===== config.mk =====
export PLATFORM = sky130hd
export DESIGN_NAME = lane_perm_unit
export DESIGN_NICKNAME = d
export VERILOG_FILES = /design/src/rtl/lane_perm_pkg.sv /design/src/rtl/lane_shuffle.sv /design/src/rtl/lane_unpack.sv /design/src/rtl/lane_sat.sv /design/src/rtl/lane_pack.sv /design/src/rtl/lane_perm_unit.sv
export SDC_FILE = /design/constraint.sdc
export NUM_CORES = 1
export LEC_CHECK = 0
export BUFFER_PORTS_ARGS = -buffer_cell sky130_fd_sc_hd__buf_2
export CAP_MARGIN = 20
export CORE_ASPECT_RATIO = 0.75
export CORE_MARGIN = 10
export CORE_UTILIZATION = 27
export CTS_BUF_LIST = sky130_fd_sc_hd__clkbuf_8
export DETAILED_ROUTE_END_ITERATION = 6
export PLACE_DENSITY_LB_ADDON = 0.3
export RECOVER_POWER = 100
export SLEW_MARGIN = 30
export SYNTH_ARGS = -nofsm -noshare
export SYNTH_HDL_FRONTEND = slang
export SYNTH_HIERARCHICAL = 1
export SYNTH_SLANG_ARGS = --single-unit

===== constraint.sdc =====
create_clock -name clk -period 0.8 [get_ports clk]
set_input_delay 0.12 -clock clk [delete_from_list [all_inputs] [get_ports clk]]
set_output_delay 0.12 -clock clk [all_outputs]
set_load 0.03 [all_outputs]

===== src/rtl/lane_perm_pkg.sv =====
package lane_perm_pkg;
    typedef enum logic [1:0] {
        OP_SHUF = 2'd0,
        OP_UNPK = 2'd1,
        OP_PACK = 2'd2,
        OP_RSVD = 2'd3
    } perm_op_e;

    typedef enum logic [1:0] {
        ST_IDLE  = 2'd0,
        ST_DONE  = 2'd1,
        ST_FAULT = 2'd2
    } perm_st_e;

    localparam int NUM_SZ = 4;
endpackage


===== src/rtl/lane_shuffle.sv =====
module lane_shuffle #(
    parameter int DW   = 64,
    parameter int SELW = 8
) (
    input  logic [DW-1:0]   a,
    input  logic [DW-1:0]   b,
    input  logic [1:0]      sz,
    input  logic [SELW-1:0] sel,
    output logic [DW-1:0]   y
);
    import lane_perm_pkg::*;

    logic [DW-1:0] cand [NUM_SZ];

    for (genvar g = 0; g < NUM_SZ; g++) begin : g_sz
        localparam int LW  = 8 << g;
        localparam int NL  = DW / LW;
        localparam int OB  = (g == NUM_SZ - 1) ? 1 : 2;
        localparam int OPT = 1 << OB;
        for (genvar i = 0; i < NL; i++) begin : g_lane
            logic [OB-1:0] s_i;
            logic [LW-1:0] lane_v;
            assign s_i = OB'(sel >> (i * OB));
            always_comb begin
                if (int'(s_i) >= NL) begin
                    lane_v = b[(int'(s_i) - OPT / 2) * LW +: LW];
                end else begin
                    lane_v = a[int'(s_i) * LW +: LW];
                end
            end
            assign cand[g][i*LW +: LW] = lane_v;
        end
    end

    assign y = cand[sz];
endmodule


===== src/rtl/lane_unpack.sv =====
module lane_unpack #(
    parameter int DW = 64
) (
    input  logic [DW-1:0] a,
    input  logic [DW-1:0] b,
    input  logic [1:0]    sz,
    input  logic          hi,
    output logic [DW-1:0] y
);
    import lane_perm_pkg::*;

    logic [DW-1:0] cand [NUM_SZ];

    for (genvar g = 0; g < NUM_SZ - 1; g++) begin : g_sz
        localparam int LW   = 8 << g;
        localparam int HALF = (DW / LW) / 2;
        for (genvar i = 0; i < HALF; i++) begin : g_lane
            assign cand[g][(2*i)*LW +: LW]   = hi ? a[(i+HALF)*LW +: LW] : a[i*LW +: LW];
            assign cand[g][(2*i+1)*LW +: LW] = hi ? b[(i+HALF)*LW +: LW] : b[i*LW +: LW];
        end
    end
    assign cand[NUM_SZ-1] = '0;

    assign y = cand[sz];
endmodule


===== src/rtl/lane_sat.sv =====
module lane_sat #(
    parameter int DLW = 8
) (
    input  logic [2*DLW-1:0] v,
    input  logic             sgn,
    output logic [DLW-1:0]   o
);
    logic         neg;
    logic [DLW:0] upper;
    logic         fits;

    assign neg   = v[2*DLW-1];
    assign upper = v[2*DLW-1:DLW-1];
    assign fits  = neg ? (&upper) : ~(|upper);

    always_comb begin
        if (fits) begin
            o = v[DLW-1:0];
        end else if (sgn) begin
            o = neg ? {1'b1, {(DLW-1){1'b0}}} : {1'b0, {(DLW-1){1'b1}}};
        end else begin
            o = neg ? '0 : '1;
        end
    end
endmodule


===== src/rtl/lane_pack.sv =====
module lane_pack #(
    parameter int DW = 64
) (
    input  logic [DW-1:0] a,
    input  logic [DW-1:0] b,
    input  logic [1:0]    dsz,
    input  logic          sgn,
    output logic [DW-1:0] y
);
    import lane_perm_pkg::*;

    logic [DW-1:0] cand [NUM_SZ];

    for (genvar g = 0; g < NUM_SZ - 1; g++) begin : g_sz
        localparam int DLW = 8 << g;
        localparam int SLW = 2 * DLW;
        localparam int NS  = DW / SLW;
        for (genvar j = 0; j < NS; j++) begin : g_lane
            lane_sat #(.DLW(DLW)) u_sat_a (
                .v   (a[j*SLW +: SLW]),
                .sgn (sgn),
                .o   (cand[g][j*DLW +: DLW])
            );
            lane_sat #(.DLW(DLW)) u_sat_b (
                .v   (b[j*SLW +: SLW]),
                .sgn (sgn),
                .o   (cand[g][(NS+j)*DLW +: DLW])
            );
        end
    end
    assign cand[NUM_SZ-1] = '0;

    assign y = cand[dsz];
endmodule


===== src/rtl/lane_perm_unit.sv =====
module lane_perm_unit #(
    parameter int DW   = 64,
    parameter int SELW = 8
) (
    input  logic            clk,
    input  logic            rst_n,
    input  logic            in_valid,
    input  logic [1:0]      op,
    input  logic [1:0]      src_sz,
    input  logic [1:0]      dst_sz,
    input  logic [SELW-1:0] ext,
    input  logic            sgn,
    input  logic [DW-1:0]   opa,
    input  logic [DW-1:0]   opb,
    output logic [DW-1:0]   result,
    output logic            done,
    output logic            err
);
    import lane_perm_pkg::*;

    localparam logic [1:0] SZ_MAX = 2'(NUM_SZ - 1);

    perm_st_e      cur_st, nxt_st;
    logic          legal;
    logic [DW-1:0] shuf_y, unpk_y, pack_y, next_res;

    lane_shuffle #(.DW(DW), .SELW(SELW)) u_shuf (
        .a(opa), .b(opb), .sz(src_sz), .sel(ext), .y(shuf_y)
    );

    lane_unpack #(.DW(DW)) u_unpk (
        .a(opa), .b(opb), .sz(src_sz), .hi(|ext), .y(unpk_y)
    );

    lane_pack #(.DW(DW)) u_pack (
        .a(opa), .b(opb), .dsz(dst_sz), .sgn(sgn), .y(pack_y)
    );

    // Legality of the request and the value it would commit
    always_comb begin
        legal    = 1'b0;
        next_res = result;
        unique case (perm_op_e'(op))
            OP_SHUF: begin
                legal    = (src_sz == dst_sz);
                next_res = shuf_y;
            end
            OP_UNPK: begin
                legal    = (src_sz == dst_sz) && (src_sz != SZ_MAX);
                next_res = unpk_y;
            end
            OP_PACK: begin
                legal    = (dst_sz != SZ_MAX) && (src_sz == dst_sz + 2'd1);
                next_res = pack_y;
            end
            OP_RSVD: begin
                legal    = 1'b0;
                next_res = result;
            end
        endcase
    end

    // Next-state logic
    always_comb begin
        nxt_st = ST_IDLE;
        unique case (cur_st)
            ST_IDLE, ST_DONE, ST_FAULT: begin
                if (in_valid) begin
                    nxt_st = legal ? ST_DONE : ST_FAULT;
                end else begin
                    nxt_st = ST_IDLE;
                end
            end
            default: nxt_st = ST_IDLE;
        endcase
    end

    // State register
    always_ff @(posedge clk or negedge rst_n) begin
        if (!rst_n) begin
            cur_st <= ST_IDLE;
        end else begin
            cur_st <= nxt_st;
        end
    end

    // Result register
    always_ff @(posedge clk or negedge rst_n) begin
        if (!rst_n) begin
            result <= '0;
        end else if (in_valid && legal) begin
            result <= next_res;
        end
    end

    // Outputs decoded from state
    always_comb begin
        done = 1'b0;
        err  = 1'b0;
        unique case (cur_st)
            ST_IDLE:  begin done = 1'b0; err = 1'b0; end
            ST_DONE:  begin done = 1'b1; err = 1'b0; end
            ST_FAULT: begin done = 1'b1; err = 1'b1; end
            default:  begin done = 1'b0; err = 1'b0; end
        endcase
    end
endmodule


-- After elaboration in Yosys (flattened, before gate mapping)
Cells that the tools add are included.
- $add $sub $neg: 4
- $lt $le $gt $ge: 5
- equal/unequal tests: 9
- shifts and indexed selects: 14
- multiplexer cells: 103
- bitwise gates (word level): 17
- reductions and logical operators: 37
- operator list (cell ; count):
    $mux 64 ; 7
    $bmux 64 s2 ; 3
    $mux 32 ; 12
    $mux 16 ; 20
    $mux 8 ; 40
    $shiftx 64x6->8 ; 4
    $shiftx 64x7->16 ; 4
    $pmux 64 s3 ; 1
    $shiftx 64x8->32 ; 3
    $shiftx 64x8->64 ; 2
    $reduce_and 9->1 ; 8
    $reduce_or 9->1 ; 8
    $reduce_and 17->1 ; 4
    $reduce_or 17->1 ; 4
    $reduce_and 33->1 ; 2
    $reduce_or 33->1 ; 2
    $shiftx 64x32->32 ; 1
    $mux 1 ; 16
    $not 1->1 ; 15
    $reduce_or 8->1 ; 1
    $eq 2x2->1 const B ; 3
    $ge 3x3->1 const B ; 2
    $mux 2 ; 3
    $not 2->3 ; 2
    14 further kinds ; 22
- flip-flop bits (word level): 66
- input port bits: 146
- output and inout port bits: 66
- logic and storage cells: 191

-- Logic depth before layout (Yosys ltp)
- word-level depth: 8
- depth in mapped cells: 13

-- Modules after synthesis
Netlist, hierarchy kept.
- by module, submodules not included (module ; instances ; cells each ; area an instance (µm²)):
    lane_shuffle ; 1 ; 598 ; 6557.5
    lane_perm_unit ; 1 ; 470 ; 4010.1
    lane_unpack ; 1 ; 188 ; 1456.4
    lane_pack ; 1 ; 150 ; 1411.4
    lane_sat at u_pack.g_sz[0].g_lane[0].u_sat_a ... ; 8 ; 32 ; 175.2
    lane_sat at u_pack.g_sz[1].g_lane[0].u_sat_a ... ; 4 ; 55 ; 297.8
    lane_sat at u_pack.g_sz[2].g_lane[0].u_sat_a ... ; 2 ; 104 ; 570.5

-- Worst setup path after synthesis
Ideal clock, no wire load.
- path type: input to register
- start: in opa[24]
- end: reg result[10]
- setup time: 82 ps
- data arrival time: 1975 ps
- data required time: 718 ps
- setup slack: -1258 ps
- cell stages on the path: 13
- cells stage by stage: nor4_1 -> nand4_1 -> or4_1 -> buf_2 -> and3_4 -> buf_6 -> buf_6 -> nor2_1 -> o2bb2ai_1 -> a22oi_1 -> nand2_1 -> o211ai_1 -> o22ai_1
- RTL lines (item ; line ; text):
    start: declaration ; lane_perm_unit.sv:13 ; input logic [DW-1:0] opa,
    end signal: assignment ; lane_perm_unit.sv:92 ; result <= next_res;
    end: declaration ; lane_perm_unit.sv:15 ; output logic [DW-1:0] result,

==> results.yml <==
sta:
  slew_viol_final: 0
  finalSetupViolCount: 144
  rsz0062_at_grt: "yes"
  setup_slack_ns: -1.48
  worstMarginPinSlew_ns: 0.899
  fin_skew_ns: 0.0000571
  relSlewSlack: 0.394
  fin_crit_ns: 2.28
  hold_viol: 0
  max_freq_mhz: 439
  finalCritPeriodShare: 2.85
setup_path:
  crit_path_max_fanout: 8
  arrival_ns: 2.61
  required_ns: 1.13
  criticalPathCategory: "in2reg"
  start_kind: "primary input"
  endpoint_kind: "register"
yosys:
  postSynthCellCount: 2090
  synth_top_area_share: 0.168
  synth-seq-cells: 66
  synth.avg_cell_area_um2: 8.21
  synthTopCellsByArea: "mux4_2 17%, mux2i_1 11%, dfrtp_1 9.6%"
  synthesis.area_um2: 17200
  synth.distinct_cells: 55
  seq_area_frac_synth: 0.0962
  yosys_warnings: 6
  synth-edff-count: 0
  synthFlopType: "dfrtp_1"
  synthesis.nets: 2271
  synthArstFlopShare: 1.00
  yosys.area.top_type: "mux4_2"
layout:
  fill_cells: 6227
  layout_commonest_cell: "buf_4"
  multi_input_area_um2: 15200
  drive_gt1_frac: 0.485
  finalInstanceArea_um2: 26300
  final_cell_mix: "511 x buf_4, 210 x nor2_1, 179 x mux2i_1"
  ff_latch_area_um2: 1670
  fin_nets: 2869
  syn2layout_area_growth_pct: 53.0
  final_cells: 3546
place:
  dp_hpwl_um: 88100
  place_area_um2: 22900
  place_inst: 3437
  gp_congestion: 1.07
  portBuffers: 211
clocking:
  clkTransAtPathRegs_ns: 0.10
  cts_tree: "done"
  htree_levels: 3
  clock-root-buffer: "clkbuf_8"
  clk_latency_ns: 0.47
  cts_sinks: 66
  cts_made_buffers: 9
  clock_path_buffers: 2
die:
  die_w_um: 311
  dieArea_um2: 74200
  die_y_um: 238
  start_util: 0.275
  core_area_um2: 62500
  rows: 79
  ioPinCount: 212
run:
  max-cap-violations: 0
global_routing:
  grt_pass1_wl_um: 163000
  grt.total_usage: 0.299
  grt_max_degree: 43
  grt_antenna_before_repair: 8
  grt_pass1_vias: 21200
  grt_overflow: 0
routing:
  routedWlPerCell_um: 32.9
  drc: 0
  dr.pass1.iters: 7
  viasPerCell: 6.35
  wl_um: 117000
  drt_iter0_drc: 3326
  ant_nets: 0
  via_count: 22500
pwr:
  power_density_nw_per_um2: 1200
  ir_worst_vdd_v: 0.00134
  power.leakage_nw: 11.2
run_status:
  violations: "negative setup slack"
  status: "finished, violations left"
min_path:
  hold_path_class: "in2reg"
worst max-delay path: stages:
cell and delay, ns:
buf_8 0.11, nand4_1 0.32, nor4_2 0.11, nand3_2 0.15, buf_6 0.11, nor4b_4 0.52
buf_6 0.27, nor2_4 0.04, mux2i_1 0.19, o2bb2ai_1 0.11, a22oi_1 0.17, nand2_1 0.07
o211ai_1 0.16, o22ai_1 0.14
cell type report:
cell class                      count  area share
Clock buffer                       10     0.00524
Inverter                           51     0.00738
Antenna cell                        3    0.000286
Sequential cell                    66      0.0636
Timing Repair Buffer              852       0.301
Clock inverter                      6     0.00343
Multi-Input combinational cell   1708       0.579
Tap cell                          850      0.0405
cell families (layout without fill, tap and decap cells):
| group | after synthesis | in the layout | synth area share |
|---|---|---|---|
| xor+xnor | 3 | 3 | 0.00153 |
| simple gates | 607 | 607 | 0.164 |
| other cells | 0 | 3 | 0 |
| compound gates | 671 | 671 | 0.256 |
| flops | 66 | 66 | 0.0962 |
| mux | 392 | 392 | 0.351 |
| fa+ha+maj | 35 | 35 | 0.0255 |
| buf+inv | 316 | 919 | 0.106 |
repair_timing:
| action | CTS | global route |
|---|---|---|
| endpoints found under the hold margin | 66 | 0 |
| pin swaps | 215 | 127 |
| buffers inserted | 64 | 26 |
| setup endpoints to repair | 132 | 132 |
| gates resized for setup | 464 | 105 |
| hold buffers | 1 | 0 |
| gates cloned | 8 | 0 |
flip-flops by register name, summed over array words and instances (netlist names):
register,flops
cur_st,2
result,64
through the flow:
step | total power, mW | utilization | hold slack (ns) | TNS, ns | setup WS [ns]
floorplan | 14.8 | - | -0.176 | -78.35 | -1.25
global placement | 23.7 | 0.367 | 0.150 | -136.80 | -2.33
detailed placement | 23.8 | 0.367 | 0.150 | -132.83 | -2.31
CTS | 30.7 | 0.410 | 0.00129 | -103.83 | -1.35
global route | 32.8 | 0.420 | 0.0303 | -118.61 | -1.53
finish | 31.6 | 0.420 | 0.0163 | -109.88 | -1.48
layer usage:
layer	global-route usage	vias up	wire [um]
met2	0.440	1578	48400
met4	0.114	4	5220
met5	0.00130	-	31
met1	0.403	11400	49300
li1	-	9312	-
met3	0.0924	262	13500
path summary, 6_finish.rpt:
check,startpoint,end,slack (ns),depth (start not counted)
setup / recovery,opa[62],result[25],-1.48,14
hold / removal,in_valid,cur_st[1],0.02,3
setup reg to reg,cur_st[1],cur_st[1],-0.29,4
hold reg to reg,result[23],result[23],0.57,2
max in group asynchronous,rst_n,result[41],-0.04,3
min in group asynchronous,rst_n,result[60],0.28,3
power by group:
part,leakage (nW),switching [mW],internal [mW]
Sequential,0.823,1.43,4.56
Clock,0.112,2.00,1.84
Combinational,10.3,12.1,9.69
Total,11.2,15.5,16.1
synthesized netlist by cell type (42+ instances only):
| cell type | instances |
|---|---|
| o211ai_1 | 80 |
| nand4_1 | 43 |
| inv_1 | 51 |
| o2bb2ai_1 | 64 |
| o21ai_0 | 42 |
| nor2_1 | 247 |
| mux4_2 | 128 |
| dfrtp_1 | 66 |
| o22ai_1 | 96 |
| a22oi_1 | 80 |
| nand2_1 | 144 |
| a21oi_1 | 204 |
| mux2i_1 | 188 |
| buf_2 | 78 |
| clkbuf_1 | 99 |
Note: power is estimated with default switching activity, not from simulation.
